### src/rtl/rmr_pkg.sv
package rmr_pkg;
    localparam int CFG_AW = 3;
    localparam int DATA_W = 16;
    localparam int DEV_W  = 5;

    localparam logic [CFG_AW-1:0] SEL_CTRL = 3'd0;
    localparam logic [CFG_AW-1:0] SEL_DEV  = 3'd1;
    localparam logic [CFG_AW-1:0] SEL_REG  = 3'd2;
    localparam logic [CFG_AW-1:0] SEL_KEY  = 3'd3;
    localparam logic [CFG_AW-1:0] SEL_STAT = 3'd4;

    localparam logic [DEV_W-1:0] DEV_LO = 5'd1;
    localparam logic [DEV_W-1:0] DEV_HI = 5'd4;

    typedef enum logic [1:0] {
        ST_IDLE    = 2'd0,
        ST_SEND_RD = 2'd1,
        ST_SEND_WR = 2'd2
    } arb_state_t;

    function automatic logic dev_supported(input logic [DEV_W-1:0] d);
        return (d >= DEV_LO) && (d <= DEV_HI);
    endfunction
endpackage

### src/rtl/rmr_regs.sv
module rmr_regs
    import rmr_pkg::*;
#(
    parameter logic [DATA_W-1:0] UNLOCK_KEY = 16'h5A17
) (
    input  logic              clk,
    input  logic              rst_n,
    input  logic              cfg_wr_en,
    input  logic [CFG_AW-1:0] cfg_addr,
    input  logic [DATA_W-1:0] cfg_wdata,
    output logic [DATA_W-1:0] cfg_rdata,
    input  logic              clr_rd,
    input  logic              clr_wr,
    input  logic              set_bad,
    input  logic              set_lockv,
    output logic              tx_en,
    output logic              rx_en,
    output logic              rd_req,
    output logic              wr_req,
    output logic [DEV_W-1:0]  dev_code,
    output logic [DATA_W-1:0] reg_addr,
    output logic              unlocked
);
    logic st_bad;
    logic st_lockv;
    logic wr_ctrl, wr_dev, wr_reg, wr_key, wr_stat;

    assign wr_ctrl = cfg_wr_en && (cfg_addr == SEL_CTRL);
    assign wr_dev  = cfg_wr_en && (cfg_addr == SEL_DEV);
    assign wr_reg  = cfg_wr_en && (cfg_addr == SEL_REG);
    assign wr_key  = cfg_wr_en && (cfg_addr == SEL_KEY);
    assign wr_stat = cfg_wr_en && (cfg_addr == SEL_STAT);

    // control word; the hardware clear takes precedence over a same-cycle software write
    always_ff @(posedge clk or negedge rst_n) begin
        if (!rst_n) begin
            tx_en  <= 1'b0;
            rx_en  <= 1'b1;
            rd_req <= 1'b0;
            wr_req <= 1'b0;
        end else begin
            if (wr_ctrl) begin
                tx_en  <= cfg_wdata[0];
                rx_en  <= cfg_wdata[1];
                rd_req <= cfg_wdata[2];
                wr_req <= cfg_wdata[3];
            end
            if (clr_rd) rd_req <= 1'b0;
            if (clr_wr) wr_req <= 1'b0;
        end
    end

    always_ff @(posedge clk or negedge rst_n) begin
        if (!rst_n) begin
            dev_code <= 5'h01;
            reg_addr <= '0;
            unlocked <= 1'b0;
        end else begin
            if (wr_dev) dev_code <= cfg_wdata[DEV_W-1:0];
            if (wr_reg) reg_addr <= cfg_wdata;
            if (wr_key) unlocked <= (cfg_wdata == UNLOCK_KEY);
        end
    end

    // sticky flags: the write-one clear is applied first, so a same-cycle set wins
    always_ff @(posedge clk or negedge rst_n) begin
        if (!rst_n) begin
            st_bad   <= 1'b0;
            st_lockv <= 1'b0;
        end else begin
            if (wr_stat && cfg_wdata[0]) st_bad   <= 1'b0;
            if (wr_stat && cfg_wdata[1]) st_lockv <= 1'b0;
            if (set_bad)   st_bad   <= 1'b1;
            if (set_lockv) st_lockv <= 1'b1;
        end
    end

    always_comb begin
        cfg_rdata = '0;
        unique case (cfg_addr)
            SEL_CTRL: cfg_rdata[3:0] = {wr_req, rd_req, rx_en, tx_en};
            SEL_DEV:  cfg_rdata[DEV_W-1:0] = dev_code;
            SEL_REG:  cfg_rdata = reg_addr;
            SEL_KEY:  cfg_rdata[0] = unlocked;
            SEL_STAT: cfg_rdata[1:0] = {st_lockv, st_bad};
            default:  cfg_rdata = '0;
        endcase
    end


    rd_clear_chk: assert property (@(posedge clk) disable iff (!rst_n)
        clr_rd |=> !rd_req);

    wr_clear_chk: assert property (@(posedge clk) disable iff (!rst_n)
        clr_wr |=> !wr_req);

    bad_sticky_chk: assert property (@(posedge clk) disable iff (!rst_n)
        (st_bad && !(wr_stat && cfg_wdata[0])) |=> st_bad);

    lockv_sticky_chk: assert property (@(posedge clk) disable iff (!rst_n)
        (st_lockv && !(wr_stat && cfg_wdata[1])) |=> st_lockv);
endmodule

### src/rtl/rmr_arbiter.sv
module rmr_arbiter
    import rmr_pkg::*;
(
    input  logic              clk,
    input  logic              rst_n,
    input  logic              tx_en,
    input  logic              rd_req,
    input  logic              wr_req,
    input  logic              unlocked,
    input  logic [DEV_W-1:0]  dev_code,
    input  logic [DATA_W-1:0] reg_addr,
    output logic              clr_rd,
    output logic              clr_wr,
    output logic              set_bad,
    output logic              set_lockv,
    output logic              req_valid,
    input  logic              req_ready,
    output logic              req_is_write,
    output logic [DEV_W-1:0]  req_dev,
    output logic [DATA_W-1:0] req_reg
);
    arb_state_t state, nxt;
    logic       load;
    logic       dev_ok;

    assign dev_ok = dev_supported(dev_code);

    always_ff @(posedge clk or negedge rst_n) begin
        if (!rst_n) state <= ST_IDLE;
        else        state <= nxt;
    end

    always_comb begin
        nxt       = state;
        load      = 1'b0;
        clr_rd    = 1'b0;
        clr_wr    = 1'b0;
        set_bad   = 1'b0;
        set_lockv = 1'b0;
        unique case (state)
            ST_IDLE: begin
                if (tx_en && rd_req) begin
                    if (dev_ok) begin
                        nxt  = ST_SEND_RD;
                        load = 1'b1;
                    end else begin
                        clr_rd  = 1'b1;
                        set_bad = 1'b1;
                    end
                end else if (tx_en && wr_req) begin
                    if (!unlocked) begin
                        clr_wr    = 1'b1;
                        set_lockv = 1'b1;
                    end else if (!dev_ok) begin
                        clr_wr  = 1'b1;
                        set_bad = 1'b1;
                    end else begin
                        nxt  = ST_SEND_WR;
                        load = 1'b1;
                    end
                end
            end
            ST_SEND_RD: if (req_ready) begin
                clr_rd = 1'b1;
                nxt    = ST_IDLE;
            end
            ST_SEND_WR: if (req_ready) begin
                clr_wr = 1'b1;
                nxt    = ST_IDLE;
            end
            default: nxt = ST_IDLE;
        endcase
    end

    // payload snapshot taken at launch so it holds under backpressure
    always_ff @(posedge clk or negedge rst_n) begin
        if (!rst_n) begin
            req_dev <= '0;
            req_reg <= '0;
        end else if (load) begin
            req_dev <= dev_code;
            req_reg <= reg_addr;
        end
    end

    assign req_valid    = (state != ST_IDLE);
    assign req_is_write = (state == ST_SEND_WR);


    tx_gate_chk: assert property (@(posedge clk) disable iff (!rst_n)
        $rose(req_valid) |-> $past(tx_en));

    rd_first_chk: assert property (@(posedge clk) disable iff (!rst_n)
        ($rose(req_valid) && $past(rd_req)) |-> !req_is_write);

    wr_unlocked_chk: assert property (@(posedge clk) disable iff (!rst_n)
        ($rose(req_valid) && req_is_write) |-> $past(unlocked));

    dev_range_chk: assert property (@(posedge clk) disable iff (!rst_n)
        req_valid |-> (req_dev >= DEV_LO && req_dev <= DEV_HI));

    hold_stable_chk: assert property (@(posedge clk) disable iff (!rst_n)
        (req_valid && !req_ready) |=> (req_valid && $stable(req_is_write)
                                       && $stable(req_dev) && $stable(req_reg)));
endmodule

### src/rtl/rmgmt_req_ctrl.sv
module rmgmt_req_ctrl
    import rmr_pkg::*;
#(
    parameter logic [DATA_W-1:0] UNLOCK_KEY = 16'h5A17
) (
    input  logic              clk,
    input  logic              rst_n,
    input  logic              cfg_wr_en,
    input  logic [CFG_AW-1:0] cfg_addr,
    input  logic [DATA_W-1:0] cfg_wdata,
    output logic [DATA_W-1:0] cfg_rdata,
    output logic              rx_enable,
    output logic              req_valid,
    input  logic              req_ready,
    output logic              req_is_write,
    output logic [DEV_W-1:0]  req_dev,
    output logic [DATA_W-1:0] req_reg
);
    logic              tx_en, rx_en, rd_req, wr_req, unlocked;
    logic              clr_rd, clr_wr, set_bad, set_lockv;
    logic [DEV_W-1:0]  dev_code;
    logic [DATA_W-1:0] reg_addr;

    rmr_regs #(.UNLOCK_KEY(UNLOCK_KEY)) regs_i (
        .clk(clk), .rst_n(rst_n),
        .cfg_wr_en(cfg_wr_en), .cfg_addr(cfg_addr),
        .cfg_wdata(cfg_wdata), .cfg_rdata(cfg_rdata),
        .clr_rd(clr_rd), .clr_wr(clr_wr),
        .set_bad(set_bad), .set_lockv(set_lockv),
        .tx_en(tx_en), .rx_en(rx_en), .rd_req(rd_req), .wr_req(wr_req),
        .dev_code(dev_code), .reg_addr(reg_addr), .unlocked(unlocked)
    );

    rmr_arbiter arb_i (
        .clk(clk), .rst_n(rst_n),
        .tx_en(tx_en), .rd_req(rd_req), .wr_req(wr_req),
        .unlocked(unlocked), .dev_code(dev_code), .reg_addr(reg_addr),
        .clr_rd(clr_rd), .clr_wr(clr_wr),
        .set_bad(set_bad), .set_lockv(set_lockv),
        .req_valid(req_valid), .req_ready(req_ready),
        .req_is_write(req_is_write), .req_dev(req_dev), .req_reg(req_reg)
    );

    assign rx_enable = rx_en;
endmodule

### config.mk
export PLATFORM = sky130hd
export DESIGN_NAME = rmgmt_req_ctrl
export DESIGN_NICKNAME = d
export VERILOG_FILES = /design/src/rtl/rmr_pkg.sv /design/src/rtl/rmr_regs.sv /design/src/rtl/rmr_arbiter.sv /design/src/rtl/rmgmt_req_ctrl.sv
export SDC_FILE = /design/constraint.sdc
export NUM_CORES = 1
export LEC_CHECK = 0
export BUFFER_PORTS_ARGS = -buffer_cell sky130_fd_sc_hd__buf_2
export CAP_MARGIN = 20
export CORE_UTILIZATION = 47
export CTS_CLUSTER_DIAMETER = 40
export DETAILED_ROUTE_END_ITERATION = 16
export PLACE_DENSITY = 0.73
export SYNTH_ARGS = -nofsm -noshare
export SYNTH_HDL_FRONTEND = slang
export SYNTH_SLANG_ARGS = --single-unit
### constraint.sdc
create_clock -name clk -period 2.38 [get_ports clk]
set_input_delay 0.238 -clock clk [delete_from_list [all_inputs] [get_ports clk]]
set_output_delay 0.238 -clock clk [all_outputs]
set_load 0.05 [all_outputs]
==> flow_summary.toml <==
[run_status]
status = "finished clean"

[setup_path]
cp.arrival_ns = 2.06
critPathLaunchType = "register"
worst_path_dominant_cell_family = "compound AO/OA/AOI/OAI gates"
path_max_fanout = 5
endpoint_kind = "register"
worstSetupPathType = "reg -> reg"
crit_path_max_incr_delay_ns = 0.56
crit_slowest_cell = "dfstp_2"
reg2reg_to = "arb_i.state[0]"
worstRegToRegCells = 4
path_cells = "nor3_1 -> or4_4 -> o311a_1 -> a211o_1"
timing.rr.start = "regs_i.dev_code[0]"
cp_data_required_time_ns = 2.58
rrSetupSlack_ns = 0.52
path_buf_inv = 0

[clocking]
clk_pin_slew_ns = 0.09
cts_resized = 0
cts_buffer_depth = 2
cts_sinks = 51
cts_root_buffer = "clkbuf_8"
insertion_delay_ns = 0.30
tritoncts = "yes"
cts_setup_buffers = 0
cts_buffers = 5
h-tree-depth = 2

[timing]
setup_tns_ns = 0
slew_violations = 0
setup_violations = 0
rsz0062_at_grt = "false"
fin_skew_ns = 0.00754
hold_viol = 0
clock.fmax_mhz = 537
worst_pin_slew_ns = 0.509
fin_crit_sh_pct = 78.3
worst_slack_ns = 0.518
min_period_ns = 1.86
slew_headroom_pct = 66.0

[synth]
synth_compound_area_share_pct = 6.67
syn-num-nets = 219
yosys_warnings = 0
post_synth_xor_area_fraction_pct = 0
postSynthAreaPerCell_um2 = 12.2
ys.flop_type = "dfrtp_1"
synth_fa_ha_area_share_pct = 1.59
synth.distinct_cells = 36
synth_mux_area_share_pct = 21.6
yosys_register_bits = 51
synth_seq_area_share_pct = 54.1
synth_top_family_by_area = "multiplexers"
synthArstFlopShare_pct = 100
yosys.area_share.simple_pct = 13.4
synth_edf_count = 0
syn_area_mm2 = 0.00236
synth_cells = 193

[die]
std_cell_rows = 25
die_w_um = 72.9
dieArea_mm2 = 0.00531
die_h_um = 72.9
start_util_pct = 49.4
io_pins = 63
core-area_mm2 = 0.00479

[final_layout]
regArea_mm2 = 0.00128
layout.nets = 286
drive_gt1_share_pct = 46.0
diodes = 0
fill_cells = 406
multi_input_area_mm2 = 0.00102
syn_to_final_growth_pct = 21.7

[route]
wirelength_um = 5090
drtPass1Iterations = 4
drc = 0
ant_nets = 0
vias = 1755
detail_route.vias_per_cell = 5.35
wl_per_cell_um = 15.5
drt_iter0_markers = 126

[worst_hold_path]
min_delay_path_depth = 2
hold_end = "regs_i.rd_req"
worstHoldStart = "req_ready"
min_path_type = "in -> reg"

[placed_design]
place_congestion = 0.864
preCtsSetupSlack_ns = 0.525
hpwl_um = 3760
numPortBuffers = 62

[global_route]
grt_use_total_pct = 21.3
grt_pass1_vias = 1725
grt-ovfl-total = 0
grt_first_pass_wirelength_um = 8460
grt_max_degree = 42
antenna_found_initial = 0

[power_and_ir_drop]
p_leak_uw = 0.00144
power.density_mw_per_mm2 = 1110
peakVddDrop_mv = 0.666

[flow_run]
drv_cap = 0
-- stage by stage --
| step | utilization [%] | power, uW | area [um^2] | hold WS (ns) | std cells |
|---|---|---|---|---|---|
| 4_1_cts | 60.1 | 3220 | 2880 | 0.161 | 328 |
| 6_report | 60.1 | 3200 | 2880 | 0.161 | 328 |
| 2_1_floorplan | - | 2300 | 2360 | -0.0576 | 193 |
| 3_3_place_gp | 57.6 | 2610 | 2760 | 0.120 | 319 |
| 3_5_place_dp | 57.6 | 2630 | 2760 | 0.117 | 319 |
| 5_1_grt | 60.1 | 3360 | 2880 | 0.170 | 328 |
-- how the worst max path moves through the flow --
| stage | start | endpoint | slack (ns) | depth (start not counted) |
|---|---|---|---|---|
| after floorplan | regs_i.rx_en | cfg_rdata[1] | 0.13 | 4 |
| after global placement | regs_i.dev_code[0] | arb_i.state[0] | 0.55 | 4 |
| after detailed placement | regs_i.dev_code[0] | arb_i.state[0] | 0.53 | 4 |
| final | regs_i.dev_code[0] | arb_i.state[0] | 0.52 | 4 |
| after global routing | regs_i.dev_code[0] | arb_i.req_dev[1] | 0.41 | 5 |
| after CTS | regs_i.dev_code[0] | arb_i.state[0] | 0.52 | 4 |
-- cells in the final DEF, fill, tap and decap left out, types with 3 or more instances in the layout --
cell type	Yosys	layout
mux2i_1	6	6
o21ai_0	5	5
nand4_1	3	3
mux2_2	40	40
ha_1	3	3
buf_2	4	62
inv_1	7	7
nor4bb_1	3	3
nor2_1	13	13
a21oi_1	5	5
and2_1	13	13
buf_4	0	5
clkbuf_8	0	5
nand2_1	8	8
dfrtp_1	49	49
-- synth_stat cells, types with 4 or more instances --
cell type	number	area, um^2
mux2_2	40	450
mux2i_1	6	60.1
a21oi_1	5	25.0
nor2_1	13	48.8
nand2_1	8	30.0
and2_1	13	81.3
o21ai_0	5	25.0
inv_1	7	26.3
clkbuf_1	4	15.0
buf_2	4	20.0
dfrtp_1	49	1230
-- cell families (layout without fill, tap and decap cells) --
logic type	Yosys count	count (layout)
muxes	46	46
adders and majority gates	3	3
DFF	51	51
and+or+nand+nor	55	55
buffers and inverters	15	83
AOI/OAI and AO/OA	23	23
-- per-layer routing --
metal / track usage [%] / share of wire [%]
met4: 8.06 / 1.5
met2: 33.6 / 49
met3: 5.25 / 5.5
met1: 28.5 / 44
met5: 0 / 0
-- cell type report --
cell class | instances | area share [%]
flip-flops and latches | 51 | 44.5
well taps | 67 | 2.92
repair buffers | 68 | 12.4
clock buffers | 7 | 2.65
clock inverters | 1 | 1.04
multi-input cells | 127 | 35.6
inverters | 7 | 0.914
-- timing repair --
item,4_1_cts,5_1_grt
setup endpoints to repair,0,0
hold buffers,1,0
hold endpoints to repair,9,0
-- power breakdown --
part           internal (uW)  total, uW  switching [uW]
Combinational            409       1310             902
Sequential              1130       1290             167
Clock                    315        592             277
Total                   1850       3200            1350
Note: power is estimated with default switching activity, not from simulation.
